`src/rtl/g1_pkg.sv`:
```
package g1_pkg;
  typedef enum logic [1:0] {
    INS_COUNT     = 2'b00,
    INS_SOFTWARE  = 2'b01,
    INS_FLAG      = 2'b10,
    INS_COUNT_ALT = 2'b11
  } ins_mode_e;
endpackage

```
`src/rtl/g1_rst_sync.sv`:
```
module g1_rst_sync #(
  parameter int STAGES = 2
) (
  input  logic clk,
  input  logic rst_n,
  output logic rst_sync_n
);
  logic [STAGES-1:0] sync_q;
  logic [STAGES-1:0] sync_nxt;

  always_comb sync_nxt = {sync_q[STAGES-2:0], 1'b1};

  always_ff @(posedge clk or negedge rst_n) begin
    if (!rst_n) sync_q <= '0;
    else        sync_q <= sync_nxt;
  end

  assign rst_sync_n = sync_q[STAGES-1];
endmodule

```
`src/rtl/g1_err_tracker.sv`:
```
module g1_err_tracker #(
  parameter int DATA_W = 8,
  localparam int CNT_W = $clog2(DATA_W + 1)
) (
  input  logic              clk,
  input  logic              rst_n,
  input  logic              frame_stb,
  input  logic [DATA_W-1:0] rx_b3,
  input  logic [DATA_W-1:0] rx_bip,
  output logic [CNT_W-1:0]  err_cnt
);
  logic [DATA_W-1:0] diff;
  logic [CNT_W-1:0]  pop;
  logic [CNT_W-1:0]  cnt_q;
  logic [CNT_W-1:0]  cnt_nxt;
  logic              cnt_en;

  always_comb begin
    diff = rx_b3 ^ rx_bip;
    pop  = '0;
    for (int i = 0; i < DATA_W; i++) pop = pop + CNT_W'(diff[i]);
  end

  always_comb begin
    cnt_en  = frame_stb;
    cnt_nxt = cnt_en ? pop : cnt_q;
  end

  always_ff @(posedge clk or negedge rst_n) begin
    if (!rst_n) cnt_q <= '0;
    else        cnt_q <= cnt_nxt;
  end

  assign err_cnt = cnt_q;

  // stored result moves only after a strobe
  a_r7_hold_no_stb: assert property (@(posedge clk) disable iff (!rst_n)
    !frame_stb |=> $stable(err_cnt));
  // count never exceeds the byte width
  a_r2_cnt_range: assert property (@(posedge clk) disable iff (!rst_n)
    err_cnt <= CNT_W'(DATA_W));
  // equal bytes on a strobe give zero errors
  a_r2_zero_on_match: assert property (@(posedge clk) disable iff (!rst_n)
    (frame_stb && rx_b3 == rx_bip) |=> err_cnt == '0);
endmodule

```
`src/rtl/g1_rei_select.sv`:
```
module g1_rei_select
  import g1_pkg::*;
#(
  parameter int DATA_W = 8,
  localparam int CNT_W = $clog2(DATA_W + 1),
  localparam int NIB_W = DATA_W / 2
) (
  input  logic [1:0]       ins_type,
  input  logic [CNT_W-1:0] err_cnt,
  input  logic [NIB_W-1:0] sw_nib,
  output logic [NIB_W-1:0] rei
);
  localparam logic [NIB_W-1:0] REI_MAX = NIB_W'(DATA_W);

  ins_mode_e         mode;
  logic [NIB_W-1:0]  sw_clamped;
  logic [NIB_W-1:0]  cnt_nib;
  logic [NIB_W-1:0]  flag_nib;

  always_comb begin
    mode       = ins_mode_e'(ins_type);
    sw_clamped = (sw_nib > REI_MAX) ? REI_MAX : sw_nib;
    cnt_nib    = NIB_W'(err_cnt);
    flag_nib   = (err_cnt != '0) ? NIB_W'(1) : '0;
    case (mode)
      INS_SOFTWARE: rei = sw_clamped;
      INS_FLAG:     rei = flag_nib;
      default:      rei = cnt_nib;
    endcase
  end
endmodule

```
`src/rtl/g1_status_gen.sv`:
```
module g1_status_gen
  import g1_pkg::*;
#(
  parameter int DATA_W      = 8,
  parameter int SYNC_STAGES = 2,
  localparam int CNT_W = $clog2(DATA_W + 1),
  localparam int NIB_W = DATA_W / 2
) (
  input  logic              clk,
  input  logic              rst_n,
  input  logic              frame_stb,
  input  logic [DATA_W-1:0] rx_b3,
  input  logic [DATA_W-1:0] rx_bip,
  input  logic [1:0]        ins_type,
  input  logic [DATA_W-1:0] g1_reg,
  input  logic              g1_req,
  output logic [DATA_W-1:0] g1_byte,
  output logic              g1_valid
);
  logic              rst_sync_n;
  logic [CNT_W-1:0]  err_cnt;
  logic [NIB_W-1:0]  rei;
  logic [DATA_W-1:0] byte_q;
  logic [DATA_W-1:0] byte_nxt;
  logic              vld_q;
  logic              vld_nxt;

  g1_rst_sync #(.STAGES(SYNC_STAGES)) u_rst_sync (
    .clk        (clk),
    .rst_n      (rst_n),
    .rst_sync_n (rst_sync_n)
  );

  g1_err_tracker #(.DATA_W(DATA_W)) u_err_tracker (
    .clk       (clk),
    .rst_n     (rst_sync_n),
    .frame_stb (frame_stb),
    .rx_b3     (rx_b3),
    .rx_bip    (rx_bip),
    .err_cnt   (err_cnt)
  );

  g1_rei_select #(.DATA_W(DATA_W)) u_rei_select (
    .ins_type (ins_type),
    .err_cnt  (err_cnt),
    .sw_nib   (g1_reg[DATA_W-1:NIB_W]),
    .rei      (rei)
  );

  always_comb begin
    vld_nxt  = g1_req;
    byte_nxt = g1_req ? {rei, g1_reg[NIB_W-1:0]} : byte_q;
  end

  always_ff @(posedge clk or negedge rst_sync_n) begin
    if (!rst_sync_n) begin
      byte_q <= '0;
      vld_q  <= 1'b0;
    end else begin
      byte_q <= byte_nxt;
      vld_q  <= vld_nxt;
    end
  end

  assign g1_byte  = byte_q;
  assign g1_valid = vld_q;

  // a request yields a one-cycle valid
  a_r8_valid_follows_req: assert property (@(posedge clk) disable iff (!rst_sync_n)
    g1_req |=> g1_valid);
  // output held and valid low without a request
  a_r8_hold_idle: assert property (@(posedge clk) disable iff (!rst_sync_n)
    !g1_req |=> (!g1_valid && $stable(g1_byte)));
  // lower nibble follows the register sampled with the request
  a_r6_low_nibble: assert property (@(posedge clk) disable iff (!rst_sync_n)
    g1_req |=> g1_byte[NIB_W-1:0] == $past(g1_reg[NIB_W-1:0]));
  // REI-P never exceeds the byte width in any mode
  a_r4_rei_limit: assert property (@(posedge clk) disable iff (!rst_sync_n)
    g1_valid |-> g1_byte[DATA_W-1:NIB_W] <= NIB_W'(DATA_W));
endmodule

```
`config.mk`:
```
export PLATFORM = sky130hd
export DESIGN_NAME = g1_status_gen
export DESIGN_NICKNAME = d
export VERILOG_FILES = /design/src/rtl/g1_pkg.sv /design/src/rtl/g1_rst_sync.sv /design/src/rtl/g1_err_tracker.sv /design/src/rtl/g1_rei_select.sv /design/src/rtl/g1_status_gen.sv
export SDC_FILE = /design/constraint.sdc
export NUM_CORES = 1
export LEC_CHECK = 0
export BUFFER_PORTS_ARGS = -buffer_cell sky130_fd_sc_hd__buf_2
export CORE_MARGIN = 5
export CORE_UTILIZATION = 35
export CTS_CLUSTER_DIAMETER = 40
export DETAILED_ROUTE_END_ITERATION = 8
export PLACE_DENSITY = 0.73
export SLEW_MARGIN = 40
export SYNTH_ARGS = -nofsm -noshare
export SYNTH_HDL_FRONTEND = slang
export SYNTH_SLANG_ARGS = --single-unit
export TNS_END_PERCENT = 100
```
`constraint.sdc`:
```
create_clock -name clk -period 0.8 [get_ports clk]
set_input_delay 0.16 -clock clk [delete_from_list [all_inputs] [get_ports clk]]
set_output_delay 0.16 -clock clk [all_outputs]
set_load 0.005 [all_outputs]
```
Yosys cells after proc, flatten, opt, wreduce, memory -nomap -nowiden
Index checks and enable logic that the tools add are counted.
{ "totals": {"output_inout_bits": 9, "regBits": 15, "in_bits": 30} }
{ "classes": {"n_eq_ne": 2, "n_addsub": 7, "magnitude_cmp": 1, "mux": 3, "reduce_logical": 1, "bitwise": 1} }
{ "op_table": {"columns": ["op", "n"], "rows": [
  ["$add 4x1->4", 6],
  ["$pmux 4 s2", 1],
  ["$xor 8x8->8", 1],
  ["$gt 4x4->1 const B", 1],
  ["$mux 4", 1],
  ["$reduce_bool 4->1", 1],
  ["$add 1x1->2", 1],
  ["$eq 2x1->1 const B", 1],
  ["$eq 2x2->1 const B", 1],
  ["$mux 1", 1]
]} }

Depth between registers and ports, before layout
{ "depth": {"word_depth": 8, "depth_mapped": 9, "depth_no_buf": 9} }

Cells and area by module
From an unflattened synthesis, not the netlist that was laid out.
{ "hier_totals": {"hier_cells": 75, "area_unflattened_um2": 907.1} }
{ "modules_own_cells": {"columns": ["mod", "area_per_inst_um2", "cells_each", "n_inst", "seq_area_each_um2"], "rows": [
  ["g1_err_tracker", 381.6, 35, 1, 100.1],
  ["g1_status_gen", 356.6, 18, 1, 225.2],
  ["g1_rei_select", 115.1, 19, 1, 0.0],
  ["g1_rst_sync", 53.8, 3, 1, 50.0]
]} }

Worst setup path after synthesis
Ideal clock, no wire load.
{ "synth_timing": {"path_type": "in2reg", "start": "in rx_bip[0]", "end": "reg u_err_tracker.cnt_q[2], in the netlist u_err_tracker.err_cnt[2]", "path_buffers": 0, "setup_ns": 0.125, "setup_slack_ns": -1.982, "arrival_ns": 2.657, "cell_stages": 9, "cell_sequence": "xor2_1 ha_1 fa_1 fa_1 fa_1 inv_1 fa_1 xnor2_1 mux2_2"} }
{ "synth_between": {"elab_chain_len": 8} }
{ "synth_rtl": {"columns": ["item", "line_no", "text"], "rows": [
  ["start: declaration", "g1_status_gen.sv:13", "input logic [DATA_W-1:0] rx_bip,"],
  ["$xor 8x8->8", "g1_err_tracker.sv:19", "diff = rx_b3 ^ rx_bip;"],
  ["$add 1x1->2", "g1_err_tracker.sv:21", "for (int i = 0; i < DATA_W; i++) pop = pop + CNT_W'(diff[i]);"],
  ["$add 4x1->4 (6 in series)", "g1_err_tracker.sv:21", null],
  ["end signal: assignment", "g1_err_tracker.sv:31", "else cnt_q <= cnt_nxt;"],
  ["end: declaration", "g1_err_tracker.sv:14", "logic [CNT_W-1:0] cnt_q;"]
]} }
No other way between the ends.
A chain may end at the register's enable or synchronous reset.

Worst setup path in the final report
{ "layout_timing": {"start": "in rx_b3[1]", "end": "reg u_err_tracker.cnt_q[2], in the netlist u_err_tracker.err_cnt[2]"} }
{ "layout_between": {"elab_chain_len": 8} }
{ "layout_rtl": {"columns": ["item", "line_no", "text"], "rows": [
  ["start: declaration", "g1_status_gen.sv:12", "input logic [DATA_W-1:0] rx_b3,"],
  ["$xor 8x8->8", "g1_err_tracker.sv:19", null],
  ["$add 1x1->2", "g1_err_tracker.sv:21", null],
  ["$add 4x1->4 (6 in series)", "g1_err_tracker.sv:21", null]
]} }
No other way between the ends.

==> flow_metrics.py <==
metrics = {
    "timing": {
        "slew_violations": 0,
        "fin_worst_skew_ps": 6.97,
        "hold_viol_final": 0,
        "period_needed_ps": 2470,
        "setup_viol": 16,
        "fmax_mhz": 405,
        "fin_ws_ps": -1670,
        "finalCritPeriodShare": 3.09,
        "finalHoldWorstSlack_ps": 64.2,
        "rsz0062_at_grt": "yes",
    },
    "cells_and_area": {
        "final_nets": 163,
        "multi_input_area_um2": 459,
        "antenna_cells": 0,
        "final_cells": 151,
        "n_fill_cell": 207,
        "drive_above_1_share": 0.577,
        "postLayoutCoreUtil": 0.567,
        "area_growth_syn_to_layout_pct": 53.2,
        "final-seq-area_um2": 375,
    },
    "synth": {
        "synth-xor-area-share": 0.0963,
        "synth.area.top_cells": "dfrtp_1 (46%), fa_1 (9.8%), xor2_1 (8.6%)",
        "ys_async_sr_fraction": 1.00,
        "synthAdderAreaFrac": 0.174,
        "synth_cells": 68,
        "synth_compound_area_frac": 0.0688,
        "synth_ff_type": "dfrtp_1",
        "yosys.area.top_type": "dfrtp_1",
        "syn_area_per_cell_um2": 12.0,
        "syn_area_um2": 818,
        "synth_edf_count": 0,
        "ys_ff_latch": 15,
        "synth_top_family_by_area": "adder cells",
        "synth_warnings": 0,
        "synth_top_cell_area_share": 0.459,
        "synthMuxAreaShare": 0.0948,
        "yosysMostFrequentCell": "dfrtp_1",
        "yosysSeqAreaShare": 0.459,
        "ys_top_cells_by_count": "dfrtp_1 (15), xor2_1 (8), inv_1 (7)",
        "synth.distinct_cells": 19,
        "yosys.area_share.simple": 0.0642,
        "synth_nets": 107,
    },
    "pwr": {
        "ir_drop_uv": 929,
        "clkPwrFrac": 0.160,
        "power_density_mw_per_mm2": 2120,
        "p_sw_frac": 0.305,
        "pwr-share-comb": 0.466,
        "power.switching_w": 0.000811,
        "pwr-share-seq": 0.375,
        "internal_power_w": 0.00185,
        "leakagePower_nw": 0.629,
    },
    "global_routing": {
        "antenna_found_initial": 0,
        "grt_overflow": 0,
        "grt_max_degree": 14,
        "grt_pass1_wl_mm": 2.98,
        "grt.total_usage": 0.115,
        "grt_pass1_vias": 756,
    },
    "place": {
        "portBuffers": 38,
        "gp_congestion": 0.746,
        "dp.cells": 141,
        "dp_hpwl_mm": 1.46,
    },
    "setup_path": {
        "arrival_ps": 2640,
        "crit_type": "in2reg",
        "critPathMaxFanout": 2,
        "required_ps": 970,
        "timing.reg2reg.setup_slack_ps": -390,
        "cp-start-kind": "input port",
        "worst_setup_path_end_kind": "register",
    },
    "flow_run": {
        "maxCapViolCount": 0,
    },
    "clock_tree": {
        "numCtsBuffers": 3,
        "root_buffer": "clkbuf_4",
        "clk_path_buf_depth": 2,
        "clk_pin_slew_ps": 90,
        "cts_tree": "yes",
        "cts_max_level": 1,
        "insertion_delay_ps": 280,
        "clock-sinks": 15,
    },
    "routing": {
        "drt_iter0_markers": 12,
        "drtPass1Iterations": 4,
        "via_count": 678,
        "drc": 0,
        "wl_per_cell_um": 12.1,
        "antenna_left": 0,
        "finalWirelength_mm": 1.82,
        "viasPerCell": 4.49,
    },
    "run_status": {
        "violations": "setup timing",
        "outcome": "finished with violations",
    },
    "floorplanning": {
        "rows": 17,
        "io_pins": 39,
        "die_w_um": 58.4,
        "core_area_mm2": 0.00221,
        "die_h_um": 58.4,
        "initial_core_util": 0.370,
        "die_area_mm2": 0.00340,
    },
    "min_path": {
        "hp-class": "in2reg",
    },
}
-- registers in the layout, summed over array words and instances (netlist names) --
signal,cells
u_err_tracker.err_cnt,4
g1_valid,1
g1_byte,8
u_rst_sync.sync_q,2
-- layer usage --
metal	vias to the layer above	global-route usage	share of wire
met2	27	0.215	0.56
met3	2	0.0263	0.072
met1	309	0.112	0.36
met5	-	0	0
met4	0	0.0695	0.0077
li1	340	-	-
-- placed cells by master, fill, tap and decap left out, types with 2 or more instances in the layout --
master,n
a21oi_2,2
a22oi_2,2
a31oi_1,2
buf_2,35
buf_4,10
buf_6,6
clkbuf_4,3
dfrtp_1,15
fa_1,2
fa_2,2
ha_1,4
inv_1,5
mux2_2,4
mux2_4,2
nand2_1,2
nand3b_1,2
nor2_1,4
xor2_1,8
-- critical path, stage by stage --
cell and delay, ps:
buf_6 90, xor2_1 150, ha_1 300, fa_1 460
fa_1 520, fa_2 210, inv_2 40, fa_2 320
xnor2_1 130, mux2_4 260
-- repair_timing --
| action | CTS | global route |
|---|---|---|
| endpoints found under the hold margin | 2 | 0 |
| resized for setup | 9 | 3 |
| pin swaps | 6 | 5 |
| buffers inserted | 5 | 3 |
| setup endpoints to repair | 17 | 17 |
| hold buffers | 1 | 0 |
-- logic make-up (layout without fill, tap and decap cells) --
logic type                 Yosys count  count (layout)
AOI/OAI and AO/OA                    9               9
xor gates and xnor gates             9               9
adders and majority gates            9               9
buffers and inverters                8              63
DFF                                 15              15
muxes                                7               7
other                                1               1
and+or+nand+nor                     10              10
-- per-stage QoR --
step	TNS [ps]	worst slack (ps)	cell area [µm²]	power [W]
3_3_place_gp	-8160	-1930	1130	0.00197
2_1_floorplan	-7000	-1790	847	0.00158
6_report	-7890	-1670	1250	0.00266
3_5_place_dp	-8520	-2010	1130	0.00202
4_1_cts	-7970	-1680	1240	0.00265
5_1_grt	-8690	-1730	1250	0.00292
-- worst paths after layout --
check	endpoint	cells past startpoint	from
setup reg to reg	g1_byte[4]	3	u_err_tracker.err_cnt[2]
setup / recovery	u_err_tracker.err_cnt[2]	10	rx_b3[1]
hold / removal	g1_valid	1	g1_req
hold reg to reg	g1_byte[1]	1	u_rst_sync.sync_q[1]
min in group asynchronous	g1_byte[1]	1	u_rst_sync.sync_q[1]
max in group asynchronous	g1_byte[6]	1	u_rst_sync.sync_q[1]
-- power groups by stage --
stage / clock network, W / registers (W) / logic (W)
6_report: 0.000425 / 0.000998 / 0.00124
5_1_grt: 0.000486 / 0.00102 / 0.00141
4_1_cts: 0.000440 / 0.000995 / 0.00121
3_5_place_dp: 0 / 0.00100 / 0.00102
3_3_place_gp: 0 / 0.000992 / 0.000976
2_1_floorplan: 0 / 0.00102 / 0.000562
-- final cells by class --
class | instances | area share
multi-input combinational | 45 | 0.366
sequential | 15 | 0.299
timing repair buffer | 52 | 0.261
tap | 28 | 0.0279
inverter | 7 | 0.0230
clock buffer | 3 | 0.0180
clock inverter | 1 | 0.00399
Power figures use the tool's default switching activity.
